**src/rtl/ptr_pkg.sv**
```systemverilog
package ptr_pkg;
  typedef enum logic [2:0] {
    OP_NOP   = 3'd0,
    OP_LOAD  = 3'd1,
    OP_XREG  = 3'd2,
    OP_INC   = 3'd3,
    OP_DEC   = 3'd4,
    OP_STORE = 3'd5,
    OP_ACC   = 3'd6,
    OP_FIXED = 3'd7
  } ptr_op_e;
endpackage

```
**src/rtl/ptr_skip.sv**
```systemverilog
module ptr_skip
  import ptr_pkg::*;
#(
  parameter int DIG_W = 4
) (
  input  ptr_op_e          op,
  input  logic [DIG_W-1:0] cur_dig,
  output logic             skip
);
  localparam logic [DIG_W-1:0] DIG_TOP = '1;
  localparam logic [DIG_W-1:0] DIG_BOT = '0;

  // Only a wrap of the whole field counts; carries into the unused top bit do not.
  always_comb begin
    unique case (op)
      OP_INC:  skip = (cur_dig == DIG_TOP);
      OP_DEC:  skip = (cur_dig == DIG_BOT);
      default: skip = 1'b0;
    endcase
  end
endmodule

```
**src/rtl/ptr_next.sv**
```systemverilog
module ptr_next
  import ptr_pkg::*;
#(
  parameter int REG_W = 2,
  parameter int DIG_W = 4
) (
  input  ptr_op_e          op,
  input  logic [REG_W-1:0] cur_reg,
  input  logic [DIG_W-1:0] cur_dig,
  input  logic [REG_W-1:0] opr_r,
  input  logic [DIG_W-1:0] imm,
  input  logic [DIG_W-1:0] acc,
  output logic [REG_W-1:0] nxt_reg,
  output logic [DIG_W-1:0] nxt_dig
);
  localparam logic [DIG_W-1:0] ONE = DIG_W'(1);

  logic [DIG_W-1:0] dig_up;
  logic [DIG_W-1:0] dig_dn;
  logic [REG_W-1:0] reg_x;

  assign dig_up = cur_dig + ONE;
  assign dig_dn = cur_dig - ONE;
  assign reg_x  = cur_reg ^ opr_r;

  always_comb begin
    nxt_reg = cur_reg;
    nxt_dig = cur_dig;
    unique case (op)
      OP_LOAD: begin
        nxt_reg = opr_r;
        nxt_dig = imm + ONE;
      end
      OP_XREG:  nxt_reg = reg_x;
      OP_INC: begin
        nxt_reg = reg_x;
        nxt_dig = dig_up;
      end
      OP_DEC: begin
        nxt_reg = reg_x;
        nxt_dig = dig_dn;
      end
      OP_STORE: nxt_dig = dig_up;
      OP_ACC:   nxt_dig = acc;
      default: begin
        nxt_reg = cur_reg;
        nxt_dig = cur_dig;
      end
    endcase
  end
endmodule

```
**src/rtl/ptr_addr_map.sv**
```systemverilog
module ptr_addr_map
  import ptr_pkg::*;
#(
  parameter int REG_W   = 2,
  parameter int DIG_W   = 4,
  parameter int CELL_W  = 3,
  parameter int FIX_REG = 3,
  parameter int FIX_DIG = 15,
  localparam int ADDR_W = REG_W + CELL_W
) (
  input  ptr_op_e           op,
  input  logic [REG_W-1:0]  cur_reg,
  input  logic [DIG_W-1:0]  cur_dig,
  output logic [ADDR_W-1:0] addr
);
  localparam logic [REG_W-1:0] FREG = REG_W'(FIX_REG);
  localparam logic [DIG_W-1:0] FDIG = DIG_W'(FIX_DIG);

  logic [CELL_W-1:0] cell_cur;
  logic [CELL_W-1:0] cell_fix;

  generate
    if (CELL_W < DIG_W) begin : g_alias
      assign cell_cur = cur_dig[CELL_W-1:0];
      assign cell_fix = FDIG[CELL_W-1:0];
    end else begin : g_full
      assign cell_cur = CELL_W'(cur_dig);
      assign cell_fix = CELL_W'(FDIG);
    end
  endgenerate

  always_comb begin
    if (op == OP_FIXED) addr = {FREG, cell_fix};
    else                addr = {cur_reg, cell_cur};
  end
endmodule

```
**src/rtl/ptr_unit.sv**
```systemverilog
module ptr_unit
  import ptr_pkg::*;
#(
  parameter int REG_W   = 2,
  parameter int DIG_W   = 4,
  parameter int CELL_W  = 3,
  parameter int FIX_REG = 3,
  parameter int FIX_DIG = 15,
  localparam int ADDR_W = REG_W + CELL_W
) (
  input  logic              clk,
  input  logic              rst_n,
  input  logic [2:0]        op_code,
  input  logic [REG_W-1:0]  op_r,
  input  logic [DIG_W-1:0]  op_imm,
  input  logic [DIG_W-1:0]  acc_in,
  output logic [ADDR_W-1:0] ram_addr,
  output logic [REG_W-1:0]  ptr_reg,
  output logic [DIG_W-1:0]  ptr_digit,
  output logic              skip
);
  ptr_op_e          op;
  logic [REG_W-1:0] reg_q, reg_d;
  logic [DIG_W-1:0] dig_q, dig_d;

  assign op = ptr_op_e'(op_code);

  ptr_next #(.REG_W(REG_W), .DIG_W(DIG_W)) u_next (
    .op(op), .cur_reg(reg_q), .cur_dig(dig_q), .opr_r(op_r),
    .imm(op_imm), .acc(acc_in), .nxt_reg(reg_d), .nxt_dig(dig_d)
  );

  ptr_skip #(.DIG_W(DIG_W)) u_skip (
    .op(op), .cur_dig(dig_q), .skip(skip)
  );

  ptr_addr_map #(
    .REG_W(REG_W), .DIG_W(DIG_W), .CELL_W(CELL_W),
    .FIX_REG(FIX_REG), .FIX_DIG(FIX_DIG)
  ) u_map (
    .op(op), .cur_reg(reg_q), .cur_dig(dig_q), .addr(ram_addr)
  );

  always_ff @(posedge clk) begin
    if (!rst_n) begin
      reg_q <= '0;
      dig_q <= '0;
    end else begin
      reg_q <= reg_d;
      dig_q <= dig_d;
    end
  end

  assign ptr_reg   = reg_q;
  assign ptr_digit = dig_q;
endmodule

```
**config.mk**
```make
export PLATFORM = sky130hd
export DESIGN_NAME = ptr_unit
export DESIGN_NICKNAME = d
export VERILOG_FILES = /design/src/rtl/ptr_pkg.sv /design/src/rtl/ptr_skip.sv /design/src/rtl/ptr_next.sv /design/src/rtl/ptr_addr_map.sv /design/src/rtl/ptr_unit.sv
export SDC_FILE = /design/constraint.sdc
export NUM_CORES = 1
export LEC_CHECK = 0
export BUFFER_PORTS_ARGS = -buffer_cell sky130_fd_sc_hd__buf_2
export CAP_MARGIN = 0
export CORE_MARGIN = 10
export CORE_UTILIZATION = 51
export CTS_CLUSTER_SIZE = 8
export DETAILED_ROUTE_END_ITERATION = 8
export HOLD_SLACK_MARGIN = 0.12
export PLACE_DENSITY = 0.94
export SETUP_SLACK_MARGIN = 0.1
export SLEW_MARGIN = 20
export SYNTH_ARGS = -nofsm -noshare
export SYNTH_HDL_FRONTEND = slang
export SYNTH_SLANG_ARGS = --single-unit
```
**constraint.sdc**
```tcl
create_clock -name clk -period 3.56 [get_ports clk]
set_clock_uncertainty 0.1 [all_clocks]
set_input_delay 0.712 -clock clk [delete_from_list [all_inputs] [get_ports clk]]
set_output_delay 0.712 -clock clk [all_outputs]
set_load 0.03 [all_outputs]
```
Yosys cells after proc, flatten, opt, wreduce, memory -nomap -nowiden

Index checks and enable logic that the tools add are counted.
W data, S select, Z words.

Add/sub/neg operators: 3
Equal/unequal tests: 8
Multiplexer cells: 4
Bitwise gates (word level): 1
Reductions and logical operators: 5

Operator list:

| kind                  | count |
|---|---|
| $pmux W4 S4           | 1 |
| $eq A3 B3 Y1 const B  | 4 |
| $add A4 B1 Y4 const B | 2 |
| $eq A3 B2 Y1 const B  | 2 |
| $mux W5               | 1 |
| $eq A4 B4 Y1 const B  | 1 |
| $logic_not A4 Y1      | 1 |
| $pmux W2 S2           | 1 |
| $reduce_bool A4 Y1    | 1 |
| $sub A4 B1 Y4 const B | 1 |
| $eq A3 B1 Y1 const B  | 1 |
| $reduce_or A3 Y1      | 1 |
| $pmux W1 S2           | 1 |
| $reduce_bool A2 Y1    | 1 |
| $reduce_or A2 Y1      | 1 |
| $xor A2 B2 Y2         | 1 |

Bits in registers: 6
Input port bits: 15
Logic and storage cells: 23

Logic depth before layout (Yosys ltp)

Word-level depth: 3
Depth in mapped cells: 9
Gate-level depth less buffers: 9

Hierarchy

From an unflattened synthesis, not the netlist that was laid out.

Cells, all modules: 93
Area, all modules: 749.5 µm²

Modules (own cells, without submodules):

| module       | instances | cells each | area an instance (µm²) | seq. area each (µm²) |
|---|---|---|---|---|
| ptr_next     | 1         | 72         | 504.2                  | 0.0 |
| ptr_unit     | 1         | 12         | 157.7                  | 120.1 |
| ptr_addr_map | 1         | 5          | 43.8                   | 0.0 |
| ptr_skip     | 1         | 4          | 43.8                   | 0.0 |

Worst setup path before layout

OpenSTA, ideal clock, no wires.

Kind: input to output
Start point: input op_code[0]
End point: output skip
Arrival time: 1.795 ns
Required time: 2.748 ns
Path slack: 0.953 ns
Cell stages on the path: 3
Path through: clkbuf_1 nand3b_1 o21ai_0

Longest elaborated chain between the ends: 2
Elaborated cells on any way between the ends: 3
Those cells by class: eq/ne: 2; mux: 1

Ends and longest elaborated chain:

| what                                         | RTL line       | text |
|---|---|---|
| start, declared                              | ptr_unit.sv:13 | `input logic [2:0] op_code,` |
| $eq A3 B3 Y1 or $eq A3 B2 Y1 (tied branches) | ptr_skip.sv:15 | `unique case (op)` |
| $pmux W1 S2 *                                | ptr_skip.sv:15 |  |
| end, declared                                | ptr_unit.sv:20 | `output logic skip` |

Mark *: on every way between the ends. The rest lies on a longest branch, timed or not.

Worst setup path in the final report

Start point: input op_code[2]
End point: output skip

The elaborated chain is that of the path after synthesis.

==> results.py <==
metrics = {
    "outcome": {
        "status": "complete, no violations",
    },
    "clock_network": {
        "clkTransAtPathRegs_ps": 50,
        "cts_tree": "built",
        "cts-resized-gates": 0,
        "clock_latency_ps": 250,
        "clock_sinks": 6,
        "cts-root-buf": "clkbuf_4",
        "clockBufferDepth": 2,
        "cts_made_buffers": 3,
        "cts_setup_buffers": 0,
        "cts_hold_repair.buffers": 0,
        "h-tree-depth": 1,
    },
    "timing": {
        "hold_ws_ps": 422,
        "period_minus_slack_ps": 2500,
        "period_share_pct": 70.3,
        "setup_viol": 0,
        "rsz0062_at_grt": "no",
        "slew-limit-headroom_pct": 72.9,
        "drv_slew": 0,
        "tightest_slew_ps": 407,
        "hold_viol_final": 0,
        "totalNegativeSetupSlack_ps": 0,
        "fmax_mhz": 400,
    },
    "power_and_ir_drop": {
        "swShare_pct": 42.5,
        "power_leakage_nw": 0.405,
        "switching_power_mw": 0.120,
        "pwr-share-comb_pct": 44.9,
        "p_seq_share_pct": 32.0,
        "p_int_mw": 0.162,
        "vdd_drop_max_uv": 194,
        "power_density_nw_per_um2": 336,
        "p_clk_share_pct": 23.1,
    },
    "setup_path": {
        "cpMostUsedCell": "buf_2",
        "crit_fanout": 14,
        "arrival_ps": 1690,
        "cp_data_required_time_ps": 2750,
        "crit_buf_inv": 2,
        "startpoint": "op_code[2]",
        "critical_path_class": "input pin to primary output",
        "slowest_stage": "buf_2",
        "r2r-start": "ptr_digit[1]$_SDFFE_PN0P_",
        "cp-end-kind": "primary output",
        "path_cells": "buf_2 -> nand2b_1 -> nor2_1 -> nand3_1 -> o21ai_0 -> buf_2",
        "max_stage_delay_ps": 250,
        "crit_family": "buffers and inverters",
        "cp-start-kind": "input pin",
    },
    "detailed_routing": {
        "drc": 0,
        "first_pass_iters": 4,
        "wirelength_um": 2050,
        "wl_per_cell_um": 15.8,
        "num_vias": 780,
        "vias_per_cell": 6.00,
        "postRouteAntennaNets": 0,
        "drt_iter0_drc": 17,
    },
    "finish": {
        "antennaDiodeCount": 0,
        "synthToLayoutAreaGrowth_pct": 17.8,
        "finalNetCount": 136,
        "final_layout_size_suffix_gt1_share_pct": 29.6,
        "fillCellCount": 123,
        "largest_reg_flops": 4,
    },
    "floorplanning": {
        "ios": 27,
        "die_y_um": 57.3,
        "coreArea_um2": 1300,
        "start_util_pct": 54.6,
        "die_w_um": 57.3,
        "num_rows": 13,
        "die_area_um2": 3290,
    },
    "place": {
        "dpl.hpwl_um": 1610,
        "port_buffers": 26,
        "routabilityCongestion": 0.899,
    },
    "grt": {
        "grt_pass1_vias": 767,
        "grt_overflow": 0,
        "grt_max_degree": 22,
        "grt_pass1_wl_um": 3330,
        "antenna_found_initial": 0,
        "track_usage_pct": 12.0,
    },
    "yosys": {
        "yosysWarnings": 0,
        "yosys_most_used_dff": "dfxtp_1",
        "ys_seq_area_share_pct": 16.9,
        "syn_nets": 112,
        "synthesis.instances": 93,
        "async_reset_ff_share_pct": 0,
        "synth_area_per_cell_um2": 7.64,
        "ys_seq_elements": 6,
        "netlist_area_um2": 711,
        "synth_edf_count": 0,
        "synth_cell_types": 35,
    },
    "job": {
        "max-cap-violations": 0,
    },
    "min_path": {
        "worstHoldStart": "ptr_reg[1]$_SDFFE_PN0P_",
        "min_path_type": "register to register",
    },
}
==> layer usage <==
layer,global-route usage [%],share of wire [%]
met1,13.3,44
met2,20.6,48
met3,6.42,7.9
met4,1.01,0.78
met5,0,0
==> Yosys cell counts, types with 2 or more instances <==
library cell,n,share of area [%]
a21o_1,2,2.1
o21ai_0,2,1.4
buf_6,2,3.2
o221ai_1,3,3.7
buf_2,3,2.1
nand3_1,4,2.8
nand3b_1,3,3.2
o21ai_1,4,2.8
xor2_1,2,2.5
dfxtp_1,6,17
or2_1,2,1.8
nor3_1,3,2.1
mux2_1,4,6.3
ha_1,4,7.0
nand2_1,11,5.8
a311oi_1,2,2.5
nand2b_1,7,6.2
nor2_1,6,3.2
inv_1,2,1.1
a21oi_1,6,4.2
==> kinds of logic (layout without fill, tap and decap cells) <==
| logic type | Yosys count | after routing | share of synthesized area, % |
|---|---|---|---|
| and+or+nand+nor | 41 | 41 | 33.1 |
| AOI/OAI and AO/OA | 23 | 23 | 21.0 |
| buffers and inverters | 9 | 31 | 7.39 |
| muxes | 6 | 6 | 9.33 |
| DFF | 6 | 6 | 16.9 |
| adders and majority gates | 5 | 5 | 8.63 |
| xor gates and xnor gates | 3 | 3 | 3.70 |
==> cell usage in the layout (no fill, tap or decap), drive strengths merged <==
cell type and n:
a21o 2, a21oi 6, a311oi 2, a31oi 1
a32o 1, and3 1, buf 26, clkbuf 3
dfxtp 6, ha 4, inv 2, maj3 1
mux2 5, mux2i 1, nand2 12, nand2b 7
nand3 5, nand3b 3, nand4 1, nor2 6
nor3 3, nor4b 1, o21a 1, o21ai 6
o221ai 3, o22ai 1, or2 2, xnor2 1
xor2 2
==> final cells by class <==
type,count,area (µm²),share of cell area (%)
Inverter,2,7.51,0.897
Tap cell,15,18.8,2.24
Timing Repair Buffer,26,130,15.5
Clock buffer,3,22.5,2.69
Multi-Input combinational cell,78,538,64.3
Sequential cell,6,120,14.3
==> final timing paths <==
path,endpoint,slack (ps),depth (start not counted)
worst min-delay path,ptr_reg[1]$_SDFFE_PN0P_,420,1
worst max register to register,ptr_digit[1]$_SDFFE_PN0P_,1920,5
worst max-delay path,skip,1060,6
worst min register to register,ptr_reg[1]$_SDFFE_PN0P_,420,1
==> power groups by stage <==
stage          logic, mW  registers [mW]  clock network [mW]
2_1_floorplan     0.0857          0.0971                   0
3_3_place_gp       0.122          0.0906                   0
3_5_place_dp       0.126          0.0908                   0
4_1_cts            0.127          0.0895              0.0672
5_1_grt            0.138          0.0915              0.0706
6_report           0.126          0.0900              0.0649
==> worst reg2reg max path, stage by stage (launching register included) <==
cell	delay (ps)
dfxtp_1	390
mux2_1	320
ha_1	310
mux2_2	270
nor2_1	90
nor3_1	50
==> stage by stage <==
stage | power [mW] | cells | setup slack, ps | cell area [µm²] | util [%]
global route | 0.300 | 130 | 988 | 837 | 64.3
finish | 0.281 | 130 | 1060 | 837 | 64.3
floorplan | 0.183 | 93 | 953 | 711 | -
CTS | 0.283 | 130 | 1090 | 837 | 64.3
detailed placement | 0.217 | 127 | 932 | 815 | 62.6
global placement | 0.213 | 127 | 1030 | 815 | 62.6
Power figures use the tool's default switching activity.
